File: config.mk
export PLATFORM = sky130hd
export DESIGN_NAME = blkx_engine
export DESIGN_NICKNAME = d
export VERILOG_FILES = /design/src/rtl/blkx_pkg.sv /design/src/rtl/blkx_ptr_step.sv /design/src/rtl/blkx_flag_calc.sv /design/src/rtl/blkx_ctrl.sv /design/src/rtl/blkx_engine.sv
export SDC_FILE = /design/constraint.sdc
export NUM_CORES = 1
export LEC_CHECK = 0
export BUFFER_PORTS_ARGS = -buffer_cell sky130_fd_sc_hd__buf_2
export CAP_MARGIN = 20
export CORE_ASPECT_RATIO = 0.9
export CORE_MARGIN = 3
export CORE_UTILIZATION = 35
export DETAILED_ROUTE_END_ITERATION = 10
export SETUP_SLACK_MARGIN = 0.05
export SYNTH_ARGS = -nofsm -noshare
export SYNTH_HDL_FRONTEND = slang
export SYNTH_SLANG_ARGS = --single-unit
export TNS_END_PERCENT = 100
File: constraint.sdc
create_clock -name clk -period 3.1 [get_ports clk]
set_input_delay 0.465 -clock clk [delete_from_list [all_inputs] [get_ports clk]]
set_output_delay 0.465 -clock clk [all_outputs]
set_load 0.005 [all_outputs]
File: src/rtl/blkx_pkg.sv
`timescale 1ns/1ps
package blkx_pkg;
  typedef enum logic [1:0] {
    ST_IDLE = 2'd0,
    ST_READ = 2'd1,
    ST_DATA = 2'd2
  } blkx_state_e;

  typedef struct packed {
    logic cmp;
    logic dec;
    logic rep;
  } blkx_op_t;

  // flag byte bit positions (decoded by the surrounding core)
  localparam int FB_S = 7;
  localparam int FB_Z = 6;
  localparam int FB_Y = 5;
  localparam int FB_H = 4;
  localparam int FB_X = 3;
  localparam int FB_P = 2;
  localparam int FB_N = 1;
  localparam int FB_C = 0;
endpackage

File: src/rtl/blkx_ptr_step.sv
`timescale 1ns/1ps
module blkx_ptr_step #(
  parameter int W = 16
) (
  input  logic [W-1:0] ptr_i,
  input  logic         en_i,
  input  logic         dec_i,
  output logic [W-1:0] ptr_o
);
  localparam logic [W-1:0] ONE = W'(1);

  always_comb begin
    if (!en_i)     ptr_o = ptr_i;
    else if (dec_i) ptr_o = ptr_i - ONE;
    else           ptr_o = ptr_i + ONE;
  end
endmodule

File: src/rtl/blkx_flag_calc.sv
`timescale 1ns/1ps
module blkx_flag_calc
  import blkx_pkg::*;
#(
  parameter int DW = 8
) (
  input  logic          is_cmp_i,
  input  logic [DW-1:0] acc_i,
  input  logic [DW-1:0] mbyte_i,
  input  logic [7:0]    flags_i,
  input  logic          cnt_nz_i,
  output logic [7:0]    flags_o,
  output logic          diff_zero_o
);
  logic [DW-1:0] sum_v;
  logic [DW-1:0] diff_v;
  logic [DW-1:0] xy_v;
  logic          half_b;

  always_comb begin
    sum_v       = acc_i + mbyte_i;
    diff_v      = acc_i - mbyte_i;
    half_b      = (acc_i[3:0] < mbyte_i[3:0]);
    xy_v        = diff_v - DW'(half_b);
    diff_zero_o = (diff_v == '0);
    flags_o     = flags_i;
    if (is_cmp_i) begin
      flags_o[FB_S] = diff_v[DW-1];
      flags_o[FB_Z] = diff_zero_o;
      flags_o[FB_H] = half_b;
      flags_o[FB_N] = 1'b1;
      flags_o[FB_X] = xy_v[3];
      flags_o[FB_Y] = xy_v[1];
    end else begin
      flags_o[FB_H] = 1'b0;
      flags_o[FB_N] = 1'b0;
      flags_o[FB_X] = sum_v[3];
      flags_o[FB_Y] = sum_v[1];
    end
    flags_o[FB_P] = cnt_nz_i;
  end
endmodule

File: src/rtl/blkx_ctrl.sv
`timescale 1ns/1ps
module blkx_ctrl
  import blkx_pkg::*;
#(
  parameter int AW = 16,
  parameter int DW = 8,
  parameter int CW = 16,
  parameter int EXTRA_CYC = 5,
  parameter int ECW = 3
) (
  input  logic           clk,
  input  logic           rst,
  input  logic           start,
  input  blkx_op_t       op_i,
  input  logic [AW-1:0]  src_i,
  input  logic [AW-1:0]  dst_i,
  input  logic [CW-1:0]  cnt_i,
  input  logic [DW-1:0]  acc_i,
  input  logic [7:0]     flags_i,
  input  logic [DW-1:0]  mem_rdata,
  // latched step context
  output blkx_op_t       lat_op,
  output logic [AW-1:0]  lat_src,
  output logic [AW-1:0]  lat_dst,
  output logic [CW-1:0]  lat_cnt,
  output logic [DW-1:0]  lat_acc,
  output logic [7:0]     lat_flags,
  // results from datapath
  input  logic [AW-1:0]  nxt_src,
  input  logic [AW-1:0]  nxt_dst,
  input  logic [CW-1:0]  nxt_cnt,
  input  logic [7:0]     nxt_flags,
  input  logic           diff_zero,
  // registered outputs
  output logic [AW-1:0]  mem_addr,
  output logic           mem_rd,
  output logic           mem_wr,
  output logic [DW-1:0]  mem_wdata,
  output logic [AW-1:0]  src_o,
  output logic [AW-1:0]  dst_o,
  output logic [CW-1:0]  cnt_o,
  output logic [7:0]     flags_o,
  output logic           done_o,
  output logic           rewind_o,
  output logic [ECW-1:0] extra_o,
  output logic           busy_o
);
  blkx_state_e state_q;
  logic        cnt_nz;
  logic        again;

  always_comb begin
    cnt_nz = (nxt_cnt != '0);
    again  = lat_op.rep & cnt_nz & (~lat_op.cmp | ~diff_zero);
    busy_o = (state_q != ST_IDLE);
  end

  always_ff @(posedge clk) begin
    if (rst) begin
      state_q   <= ST_IDLE;
      lat_op    <= '0;
      lat_src   <= '0;
      lat_dst   <= '0;
      lat_cnt   <= '0;
      lat_acc   <= '0;
      lat_flags <= '0;
      mem_addr  <= '0;
      mem_rd    <= 1'b0;
      mem_wr    <= 1'b0;
      mem_wdata <= '0;
      src_o     <= '0;
      dst_o     <= '0;
      cnt_o     <= '0;
      flags_o   <= '0;
      done_o    <= 1'b0;
      rewind_o  <= 1'b0;
      extra_o   <= '0;
    end else begin
      done_o <= 1'b0;
      mem_wr <= 1'b0;
      mem_rd <= 1'b0;
      unique case (state_q)
        ST_IDLE: begin
          if (start) begin
            lat_op    <= op_i;
            lat_src   <= src_i;
            lat_dst   <= dst_i;
            lat_cnt   <= cnt_i;
            lat_acc   <= acc_i;
            lat_flags <= flags_i;
            mem_addr  <= src_i;
            mem_rd    <= 1'b1;
            state_q   <= ST_READ;
          end
        end
        ST_READ: begin
          state_q <= ST_DATA;
        end
        ST_DATA: begin
          src_o     <= nxt_src;
          dst_o     <= nxt_dst;
          cnt_o     <= nxt_cnt;
          flags_o   <= nxt_flags;
          rewind_o  <= again;
          extra_o   <= again ? ECW'(EXTRA_CYC) : '0;
          done_o    <= 1'b1;
          mem_wr    <= ~lat_op.cmp;
          mem_addr  <= lat_dst;
          mem_wdata <= mem_rdata;
          state_q   <= ST_IDLE;
        end
        default: state_q <= ST_IDLE;
      endcase
    end
  end
endmodule

File: src/rtl/blkx_engine.sv
`timescale 1ns/1ps
module blkx_engine
  import blkx_pkg::*;
#(
  parameter int AW = 16,
  parameter int DW = 8,
  parameter int CW = 16,
  parameter int EXTRA_CYC = 5,
  localparam int ECW = $clog2(EXTRA_CYC + 1)
) (
  input  logic           clk,
  input  logic           rst,
  input  logic           start,
  input  logic           op_cmp,
  input  logic           op_dec,
  input  logic           op_rep,
  input  logic [AW-1:0]  src_in,
  input  logic [AW-1:0]  dst_in,
  input  logic [CW-1:0]  cnt_in,
  input  logic [DW-1:0]  acc_in,
  input  logic [7:0]     flags_in,
  input  logic [DW-1:0]  mem_rdata,
  output logic [AW-1:0]  mem_addr,
  output logic           mem_rd,
  output logic           mem_wr,
  output logic [DW-1:0]  mem_wdata,
  output logic [AW-1:0]  src_out,
  output logic [AW-1:0]  dst_out,
  output logic [CW-1:0]  cnt_out,
  output logic [7:0]     flags_out,
  output logic           done,
  output logic           rewind,
  output logic [ECW-1:0] extra_cyc,
  output logic           busy
);
  blkx_op_t      op_in;
  blkx_op_t      lat_op;
  logic [AW-1:0] lat_src, lat_dst, nxt_src, nxt_dst;
  logic [CW-1:0] lat_cnt, nxt_cnt;
  logic [DW-1:0] lat_acc;
  logic [7:0]    lat_flags, nxt_flags;
  logic          diff_zero;

  always_comb begin
    op_in     = '{cmp: op_cmp, dec: op_dec, rep: op_rep};
    nxt_cnt   = lat_cnt - CW'(1);
  end

  blkx_ctrl #(
    .AW(AW), .DW(DW), .CW(CW), .EXTRA_CYC(EXTRA_CYC), .ECW(ECW)
  ) u_ctrl (
    .clk(clk), .rst(rst), .start(start), .op_i(op_in),
    .src_i(src_in), .dst_i(dst_in), .cnt_i(cnt_in), .acc_i(acc_in),
    .flags_i(flags_in), .mem_rdata(mem_rdata),
    .lat_op(lat_op), .lat_src(lat_src), .lat_dst(lat_dst), .lat_cnt(lat_cnt),
    .lat_acc(lat_acc), .lat_flags(lat_flags),
    .nxt_src(nxt_src), .nxt_dst(nxt_dst), .nxt_cnt(nxt_cnt),
    .nxt_flags(nxt_flags), .diff_zero(diff_zero),
    .mem_addr(mem_addr), .mem_rd(mem_rd), .mem_wr(mem_wr), .mem_wdata(mem_wdata),
    .src_o(src_out), .dst_o(dst_out), .cnt_o(cnt_out), .flags_o(flags_out),
    .done_o(done), .rewind_o(rewind), .extra_o(extra_cyc), .busy_o(busy)
  );

  // source always steps; destination only for copies
  blkx_ptr_step #(.W(AW)) u_src_step (
    .ptr_i(lat_src), .en_i(1'b1), .dec_i(lat_op.dec), .ptr_o(nxt_src)
  );

  blkx_ptr_step #(.W(AW)) u_dst_step (
    .ptr_i(lat_dst), .en_i(~lat_op.cmp), .dec_i(lat_op.dec), .ptr_o(nxt_dst)
  );

  blkx_flag_calc #(.DW(DW)) u_flags (
    .is_cmp_i(lat_op.cmp), .acc_i(lat_acc), .mbyte_i(mem_rdata),
    .flags_i(lat_flags), .cnt_nz_i(nxt_cnt != '0),
    .flags_o(nxt_flags), .diff_zero_o(diff_zero)
  );
endmodule

==> Word-level counts from Yosys, hierarchy flattened <==
Index checks and enable logic that the tools add are counted.
{ "classes": {"n_eq_ne": 3, "n_bitwise": 7, "n_addsub": 8, "mux": 13, "reduce_logical": 9, "n_lt_le_gt_ge": 1} }
{ "op_table": {"columns": ["cell", "n"], "rows": [
  ["2-to-1 mux 16 bit", 4],
  ["subtractor 16 x 1 -> 16 bit (second input constant)", 3],
  ["adder 16 x 1 -> 16 bit (second input constant)", 2],
  ["one-hot mux 16 bit (2 select lines)", 1],
  ["nonzero test 16 bit", 1],
  ["zero test 8 bit", 1],
  ["subtractor 8 bit", 1],
  ["2-to-1 mux 3 bit", 2],
  ["adder 4 bit", 1],
  ["< comparator 4 bit", 1],
  ["2-to-1 mux 2 bit", 2],
  ["inverter 1 bit", 4],
  ["one-hot mux 2 bit (2 select lines)", 1],
  ["AND reduction 2 bit", 2],
  ["nonzero test 2 bit", 2],
  ["OR reduction 2 bit", 2],
  ["subtractor 4 x 1 -> 4 bit", 1],
  ["2-to-1 mux 1 bit", 3],
  ["AND 1 bit", 2],
  ["== test 2 x 1 -> 1 bit (second input constant)", 1],
  ["== test 2 bit (second input constant)", 1],
  ["zero test 2 bit", 1],
  ["!= test 2 bit (second input constant)", 1],
  ["OR 1 bit", 1]
]} }
{ "totals": {"reg_bits": 156, "elab_cells": 61, "inputBits": 78} }

==> Depth between registers and ports, before layout <==
Gate-level depths: netlist of run 1.
{ "depth": {"word_depth": 6, "mapped_depth": 10} }

==> Cells and area by module <==
From an unflattened synthesis of run 1, not the netlist that was laid out.
{ "hier_totals": {"hier_cells": 1049, "area_unflattened_um2": 8190.4} }
{ "modules_own_cells": {"columns": ["module", "cells_each", "instances", "area_per_inst_um2", "seq_area_each_um2"], "rows": [
  ["blkx_ctrl", 667, 1, 5303.8, 3062.9],
  ["blkx_ptr_step", 120, 2, 903.4, 0.0],
  ["blkx_flag_calc", 72, 1, 580.6, 0.0],
  ["blkx_engine", 70, 1, 499.2, 0.0]
]} }

==> Worst setup path before layout of run 1 <==
Ideal clock, no wire load.
{ "synth_path": {"kind": "reg2reg", "start": "register u_ctrl.lat_op[1] (netlist name)", "end": "register u_ctrl.dst_o[15]", "synth_period_minus_slack_ps": 2908, "setup_slack_ps": 192, "path_stages_with_launch": 9, "arrival_ps": 2830, "required_ps": 3022, "path_cell_list": "dfxtp_1 -> ha_1 -> a211o_1 -> a21oi_1 -> a211o_1 -> a211oi_1 -> or4_1 -> and4_1 -> nor3_1"} }
{ "synth_via": {"elab_chain_cells": 2} }
{ "synth_lines": {"columns": ["item", "line", "rtl"], "rows": [
  ["2-to-1 mux 16 bit", "blkx_ptr_step.sv:14", "else if (dec_i) ptr_o = ptr_i - ONE;"],
  ["2-to-1 mux 16 bit", "blkx_ptr_step.sv:13", "if (!en_i) ptr_o = ptr_i;"],
  ["to (signal assigned)", "blkx_ctrl.sv:101", "dst_o <= nxt_dst;"],
  ["to (decl)", "blkx_ctrl.sv:40", "output logic [AW-1:0] dst_o,"]
]} }
Every way passes these cells.
A chain may end at the register's enable or synchronous reset.

==> Worst setup path after layout of run 1 <==
{ "layout_path": {"start": "register u_ctrl.lat_op[1] (netlist name)", "end": "register u_ctrl.src_o[13]"} }
{ "layout_via": {"elab_chain_cells": 1} }
{ "layout_lines": {"columns": ["item", "line", "rtl"], "rows": [
  ["2-to-1 mux 16 bit", "blkx_ptr_step.sv:14", null],
  ["to (signal assigned)", "blkx_ctrl.sv:100", "src_o <= nxt_src;"],
  ["to (decl)", "blkx_ctrl.sv:39", "output logic [AW-1:0] src_o,"]
]} }
Every way passes these cells.

==> impl_results.md, run 1 <==
* GR peak layer: met2
* Post-Syn Nets at 1,069
* First drt pass iteration count at 5
* Most frequent cells in the layout: nand2_1, buf_2, dfxtp_1
* Most common cell after layout, fill and taps aside: nand2_1
* Cell area after synthesis at about 7500 um2
* CP Max Fanout at 16
* Seq/Total Area, Yosys at between 30% and 40%
* R2R depth at 9
* Antenna viol nets, final at 0
* CTS Buf Count at 17
* Fin nets at 1,202
* Max H-tree Level at 4
* Vias after detailed routing at 7,066
* All-Layer GR Usage at 18.8%
* Met2 Use GR at 30.3%
* Tmin final at 2.74 ns
* Pre-CTS setup slack at 0.193 ns
* Yosys top cell area share at about two fifths
* First-pass GRT wire length at 35,600 um
* Async set-reset flop share out of synthesis at 0%
* GRT met1 Usage at 25.6%
* Clk_skew at 0.0123 ns
* Max cap viols at 0
* DIE WIDTH at 161 um
* Initial antenna violation count at 0
* Fin util at 43.6%
* Final HPWL DP at around 16,000 um
* Core Area at 21,000 um2
* Yosys cell types at 70
* Post-CTS sizing at 0
* RR Startpoint: u_ctrl.lat_op[1]
* Reg clk slew, reported paths at roughly 0.070 ns
* Slew Viols, Final at 0
* RSZ-0062 raised after global routing: no
* CTS Buffer Depth at 2
* Reg-to-Reg End: u_ctrl.src_o[13]
* Top cells by area, synth: dfxtp_1, nand2_1, a21oi_1, ha_1, nor2_1
* GRT overflow at 0
* DRC errors left at 0
* Syn. warnings at 0
* Hold Path Depth at 3
* Hold Path Class: in -> reg
* Outcome: finished, final reports clean
* Main synth FF type: dfxtp_1
* Critical Path RT at 3.47 ns
* Antenna diodes at 0
* Synth Register Bits at 148
* GR Util met3 at around 4.3%
* Number of global-route vias before repair at ~6,800
* Gpl congestion at 0.867
* # hold bufs at CTS at 0
* Flop2flop setup slack at 0.36 ns
* Routed length per placed instance at 16.0 um
* Max VDD drop at 0.269 mV
* Detailed Route WL at about 22,000 um
* DR vias/cell at 5.12
* Final worst path period share at 88.4%
* Cell area after layout at between 9000 and 10,000 um2
* Rel. slew slack at 35.4%
* Kind of end point of the critical path: flip-flop
* Io pins at ~170
* Placed cell area at 8550 um2
* Post-synth EDFFs at 0
* Setup tns final at 0 ns
* Hold endpoint: u_ctrl.lat_op[2]
* Area leader, netlist: dfxtp_1
* Initial core utilization at 36.0%
* Die height at 145 um
* Clk_lat worst skew at 0.43 ns
* Clk root buf: clkbuf_16
* Final setup fails at 0
* Hold path start: op_cmp
* Slew @ Worst Pin at 0.969 ns
* Fin worst setup slack at between 0.3 and 0.4 ns
* Final hold viol count at 0
* IO Port Bufs at 159
* FP Rows at 50
* Die ar. at 23,300 um2
* Clk sinks at between 100 and 150
* Maximum clock frequency at 365 MHz
* CTS tree: done
* Startpoint types: flip-flop
* WS Path Type: reg -> reg
* Largest net degree at the start of global routing at 88
* Syn Area/Cell at 7.95 um2
* Critical Path AT at 3.11 ns
* Syn-to-layout area delta at 21.2%
* Leakage Power at 3.90 nW
* Pwr/cell area at 539 nW/um2
* Synthesized instance count at 948
* Postcts setup bufs at 0
* Layout cells sized above 1 at around a fifth
* Initial DRC count at 431
-- final cells by class --
class,count,area [um2]
fillers,2158,11800
inverters,31,116
clock inverters,14,145
flip-flops and latches,148,2960
multi-input cells,709,4190
repair buffers,174,927
well taps,286,358
clock buffers,18,439
-- through the flow --
stage | power (W) | hold slack (ns) | instances
3_3_place_gp | 0.00289 | 0.439 | 1347
2_1_floorplan | 0.00264 | 0.432 | 948
6_report | 0.00492 | 0.266 | 1380
5_1_grt | 0.00515 | 0.258 | 1380
3_5_place_dp | 0.00290 | 0.440 | 1348
4_1_cts | 0.00497 | 0.253 | 1380
-- cell usage after synthesis, types with 6 or more instances --
cell type	instances
o21a_1	7
or3_1	8
nand4_1	6
nor2b_1	8
a21oi_1	111
clkbuf_1	43
nor3_1	23
nand2b_1	6
nand3_1	12
a311oi_1	6
nor2_1	54
a211oi_1	19
nand2_1	225
xnor2_1	23
dfxtp_1	148
o211ai_1	8
ha_1	40
a21o_1	12
xor2_1	12
o21ai_0	27
inv_1	30
a31oi_1	23
-- flip-flops by register name, indices dropped and copies added (netlist names), 3 cells and up --
signal	count
u_ctrl.lat_dst	16
u_ctrl.mem_wdata	8
u_ctrl.lat_op	3
u_ctrl.lat_cnt	16
u_ctrl.mem_addr	16
u_ctrl.cnt_o	16
u_ctrl.lat_src	16
u_ctrl.lat_acc	8
u_ctrl.src_o	16
u_ctrl.lat_flags	3
u_ctrl.flags_o	8
u_ctrl.dst_o	16
-- cells by family (layout without fill, tap and decap cells) --
family | count (synthesis) | in the layout | synth area share, %
and+or+nand+nor | 376 | 376 | 22.1
xor gates and xnor gates | 35 | 35 | 4.07
buffers and inverters | 91 | 237 | 5.34
adders and majority gates | 43 | 43 | 7.44
muxes | 2 | 2 | 0.282
DFF | 148 | 148 | 39.3
other | 1 | 1 | 0.0497
AOI/OAI and AO/OA | 252 | 252 | 21.4
-- critical path, cell delays in order (launching register included) --
cell	delay (ns)
dfxtp_1	0.55
buf_4	0.31
ha_1	0.27
a21o_1	0.19
a21oi_1	0.29
o311ai_0	0.23
nor2_1	0.29
o21ai_0	0.16
a311o_1	0.34
nand3_1	0.07
-- worst max-delay path by stage --
stage	startpoint	to	slack [ns]	cells after the start
after floorplan	u_ctrl.lat_op[1]	u_ctrl.dst_o[15]	0.19	8
after global placement	mem_rdata[0]	u_ctrl.extra_o[0]	0.25	10
after detailed placement	mem_rdata[0]	u_ctrl.extra_o[0]	0.19	10
after CTS	u_ctrl.lat_op[1]	u_ctrl.dst_o[15]	0.39	8
after global routing	u_ctrl.lat_op[1]	u_ctrl.src_o[11]	0.1	9
final	u_ctrl.lat_op[1]	u_ctrl.src_o[13]	0.36	9
-- per-layer routing --
metal	part of all wire [%]	up-vias
met5	0	-
met4	0.93	0
met3	5.6	18
met2	45	183
met1	48	3297
li1	-	3568
-- report_power, final --
part	switching (W)	leakage [nW]	internal [W]
Clock	0.000913	0.278	0.00115
Sequential	0.0000875	1.21	0.00200
Combinational	0.000452	2.41	0.000319
Power figures use the tool's default switching activity.
==> run 2: changes to the inputs <==
- CTS_CLUSTER_DIAMETER: not set -> 150
- GPL_TIMING_DRIVEN: not set -> 0
==> impl_results.md, run 2 (synthesis results as in run 1) <==
* Final setup fails at 0
* DR vias/cell at 5.21
* Post-Layout Cell Count at 1,426
* Antenna viol nets, final at 0
* Max VDD drop at 0.301 mV
* Core Area at roughly 21,000 um2
* Outcome: finished, final reports clean
* Slew @ Worst Pin at between 0.7 and 0.8 ns
* Rel. slew slack at 50.4%
* Flip-flop and latch area at slightly below 3000 um2
* Clk root buf: clkbuf_16
* Maximum clock frequency at 348 MHz
* Pre-CTS setup slack at 0.117 ns
* DRC errors left at 0
* Final hold viol count at 0
* RSZ-0062 raised after global routing: no
* FP Rows at 50
* CTS tree: done
* Io pins at 166
* DIE WIDTH at 161 um
* Clk sinks at between 100 and 150
* Most common cell after layout, fill and taps aside: nand2_1
* Tmin final at 2.88 ns
* GRT overflow at 0
* Startpoint types: flip-flop
* Initial DRC count at between 500 and 600
* Syn-to-layout area delta at 23.0%
* Clk_lat worst skew at 0.43 ns
* Post-CTS sizing at 0
* First drt pass iteration count at 7
* Placed cells at 1,394
* Largest net degree at the start of global routing at 23
* Area of the multi-input gates at 4170 um2
* Leakage Power at 3.94 nW
* Max cap viols at 0
* CP Buf/Inv Count at 1
* Fill cell count at 2,168
* WS Path Type: reg -> reg
* Fin nets at about 1,200
* Critical path, cell by cell: buf_16, ha_1, o21a_1, o21ai_0, a211o_1, a211oi_1, or4_1, and4_1, nor3_1
* Pwr/cell area at 528 nW/um2
* IO Port Bufs at 159
* # hold bufs at CTS at 0
* CP top delay family: simple AND/OR/NAND/NOR gates
* CP Max Fanout at 22
* Final Power at 0.00489 W
* Postcts setup bufs at 0
* Initial core utilization at 36.0%
* Critical Path AT at around 3.2 ns
* Max H-tree Level at 4
* Setup tns final at 0 ns
* Most frequent cells in the layout: nand2_1, buf_2, dfxtp_1
* Antenna diodes at 0
* Die ar. at 23,300 um2
* Clk_skew at 0.0103 ns
* Max incr delay on CP at 0.53 ns
* Critical Path RT at 3.45 ns
* Detailed Route WL at about 25,000 um
* Number of global-route vias before repair at about 7,000
* Slowest cell on crit path: or4_1
* Hold Path Class: in -> reg
* Gpl congestion at 0.910
* Layout cells sized above 1 at 19.5%
* Kind of end point of the critical path: flip-flop
* Hold_ws at approximately 0.27 ns
* Die height at 145 um
* Initial antenna violation count at 0
* Routed length per placed instance at 17.6 um
* Final worst path period share at 92.8%
* CTS Buffer Depth at 2
* CTS Buf Count at 17
* Slew Viols, Final at 0
* Final HPWL DP at 19,100 um
* Fin worst setup slack at 0.223 ns
* First-pass GRT wire length at 39,400 um
* All-Layer GR Usage at 21.4%
* Reg clk slew, reported paths at 0.07 ns
* Vias after detailed routing at 7,425
run 2: cell types whose count changed in the layout (fill, tap and decap cells not counted), sizes merged:
cell / before / now
clkbuf: 18 / 64
clkinvlp: 3 / 5
clkinv: 6 / 5
dlymetal6s2s: 0 / 1
inv: 35 / 32
buf: 174 / 175
run 2: stage by stage:
stage	utilization (%)	instance area (um2)
4_1_cts	44.2	9270
3_3_place_gp	41.5	8690
2_1_floorplan	-	7540
5_1_grt	44.2	9270
3_5_place_dp	41.6	8720
6_report	44.2	9270
run 2: area by class of cell:
type | instances | area share, %
Inverter | 31 | 1.25
Buffer | 60 | 3.09
Tap cell | 286 | 3.86
Clock inverter | 12 | 1.13
Clock buffer | 20 | 4.82
Multi-Input combinational cell | 709 | 45.0
Timing Repair Buffer | 160 | 8.88
Sequential cell | 148 | 32.0
run 2: final timing paths:
| kind | startpoint | end | slack (ns) | cells after the start |
|---|---|---|---|---|
| setup / recovery | u_ctrl.lat_op[1] | u_ctrl.dst_o[15] | 0.22 | 9 |
| hold / removal | acc_in[4] | u_ctrl.lat_acc[4] | 0.27 | 3 |
| setup reg to reg | u_ctrl.lat_op[1] | u_ctrl.dst_o[15] | 0.22 | 9 |
| hold reg to reg | u_ctrl.mem_wdata[1] | u_ctrl.mem_wdata[1] | 0.45 | 2 |
run 2: power by group:
part / leakage [nW] / total (W) / internal [W] / switching [W]
sequential: 1.21 / 0.00209 / 0.00200 / 0.0000888
clock: 0.259 / 0.00198 / 0.00112 / 0.000856
combinational: 2.48 / 0.000826 / 0.000334 / 0.000492
run 2: worst register-to-register path, cell delays in order, from the launching register on:
cell and delay [ns]:
dfxtp_2 0.52, buf_16 0.21, ha_1 0.30, o21a_1 0.19
o21ai_0 0.36, a211o_1 0.21, a211oi_1 0.11, or4_1 0.53
and4_1 0.20, nor3_1 0.16
run 2: layer usage:
layer	global-route usage, %	wire length, um
met1	31.0	12000
met2	32.4	10800
met3	4.85	1980
met4	4.82	333
met5	0	0
==> run 3: changes to the inputs <==
- CTS_BUF_LIST: not set -> sky130_fd_sc_hd__clkbuf_16
==> impl_results.md, run 3 (synthesis results as in run 1) <==
* Outcome: finished, final reports clean
* P_int at between 0.003 and 0.004 W
* FP Rows at 50
* Leakage Power at ~3.9 nW
* Core Area at 21,000 um2
* DR vias/cell at 5.20
* Final setup fails at 0
* Final hold viol count at 0
* First drt pass iteration count at 5
* RR Startpoint: u_ctrl.lat_op[1]
* Tmin final at 2.88 ns
* Reg-to-Reg End: u_ctrl.dst_o[15]
* Switching power total at 0.00144 W
* Vias after detailed routing at between 7,000 and 8,000
* Fin util at 44.2%
* Net Sw Frac at between 20% and 30%
* Final HPWL DP at 19,100 um
* Die ar. at roughly 23,000 um2
* Reg clk slew, reported paths at 0.07 ns
* Hold path start: acc_in[4]
* Worst setup path startpoint: u_ctrl.lat_op[1]
* CP Max Fanout at 22
* CTS tree: done
* Hold endpoint: u_ctrl.lat_acc[4]
* Critical path, cell by cell: buf_16, ha_1, o21a_1, o21ai_0, a211o_1, a211oi_1, or4_1, and4_1, nor3_1
* Final worst path period share at just over 90%
* Kind of end point of the critical path: flip-flop
* Syn-to-layout area delta at 22.9%
* Pwr/cell area at 525 nW/um2
* GRT overflow at 0
* Placed cell area at slightly below 9000 um2
* Most common cell after layout, fill and taps aside: nand2_1
* CP Buf/Inv Count at 1
* Largest net degree at the start of global routing at 23
* Sequential fraction of design power at 43.0%
* Combinational share of power at ~17%
* Antenna viol nets, final at 0
* Slew @ Worst Pin at about 0.74 ns
* Fin nets at roughly 1,200
* # hold bufs at CTS at 0
* Antenna diodes at 0
* Clock share of power at 40.0%
* Flop2flop setup slack at 0.22 ns
* DIE WIDTH at 161 um
* CP top delay family: simple AND/OR/NAND/NOR gates
* Cell area after layout at between 9000 and 10,000 um2
* Most frequent cells in the layout: nand2_1, buf_2, dfxtp_1
* Max incr delay on CP at 0.53 ns
* Max cap viols at 0
* Initial core utilization at 36.0%
* All-Layer GR Usage at 21.4%
* Die height at 145 um
* Routed length per placed instance at 17.6 um
* Initial antenna violation count at 0
* Io pins at 166
* Slew Viols, Final at 0
* Gpl congestion at 0.910
* Clk_skew at 0.0121 ns
* DRC errors left at 0
* CTS Buf Count at 17
* Critical Path RT at 3.45 ns
* Clk sinks at 148
* Critical Path AT at roughly 3.2 ns
* Postcts setup bufs at 0
* IO Port Bufs at 159
* Slowest cell on crit path: or4_1
* Max H-tree Level at 4
* Initial DRC count at 586
* Clk root buf: clkbuf_16
* R2R depth at 9
* First-pass GRT wire length at 39,400 um
* Layout cells sized above 1 at 19.4%
* Post-CTS sizing at 0
* Clk_lat worst skew at 0.43 ns
* Hold Path Class: in -> reg
* Rel. slew slack at 50.4%
* RSZ-0062 raised after global routing: no
* Hold Path Depth at 3
* CTS Buffer Depth at 2
* Maximum clock frequency at 347 MHz
* Number of global-route vias before repair at about 7,000
* Detailed Route WL at about 25,000 um
* WS Path Type: reg -> reg
* Startpoint types: flip-flop
* Max VDD drop at 0.299 mV
run 3: cell types whose count changed in the layout (fill, tap and decap cells not counted), sizes merged:
cell,delta
clkbuf,-3
inv,+2
clkinv,+1
run 3: power groups by stage:
stage          Sequential [W]  Clock (W)  Combinational, W
4_1_cts               0.00209    0.00198          0.000825
3_3_place_gp          0.00213          0          0.000802
2_1_floorplan         0.00211          0          0.000536
6_report              0.00209    0.00195          0.000828
5_1_grt               0.00210    0.00207          0.000919
3_5_place_dp          0.00213          0          0.000819
run 3: tightest hold or removal path, stage by stage:
cell and delay, ns:
buf_2 0.10, nand2_1 0.05, a21oi_1 0.05
run 3: cell type report:
type / instances / area (um2)
buffer: 60 / 287
clock buffer: 17 / 425
clock inverter: 15 / 116
fill: 2170 / 11700
inverter: 31 / 116
multi-input combinational: 709 / 4170
sequential: 148 / 2960
tap: 286 / 358
timing repair buffer: 160 / 823
run 3: per-layer routing:
layer	up-vias	GRT usage, %	wire length [um]
met3	25	4.85	2020
li1	3676	-	-
met2	287	32.5	10900
met4	0	4.82	307
met1	3423	31.0	11900
met5	-	0	0
run 3: stage by stage:
stage	setup TNS (ns)	hold WS [ns]	worst slack [ns]	total power [W]	std cells
after global placement	-3.02	0.439	-0.369	0.00293	1393
after detailed placement	0	0.443	0.117	0.00295	1394
after global routing	0	0.270	0.0749	0.00508	1426
final	0	0.268	0.216	0.00486	1426
after CTS	0	0.258	0.0836	0.00489	1426
after floorplan	0	0.432	0.192	0.00264	948
run 3: how the worst max path moves through the flow:
stage	depth (start not counted)	slack (ns)	endpoint
after floorplan	8	0.19	u_ctrl.dst_o[15]
after global placement	8	-0.37	u_ctrl.dst_o[15]
after detailed placement	9	0.12	u_ctrl.dst_o[15]
after CTS	9	0.08	u_ctrl.dst_o[15]
after global routing	9	0.07	u_ctrl.dst_o[15]
final	9	0.22	u_ctrl.dst_o[15]
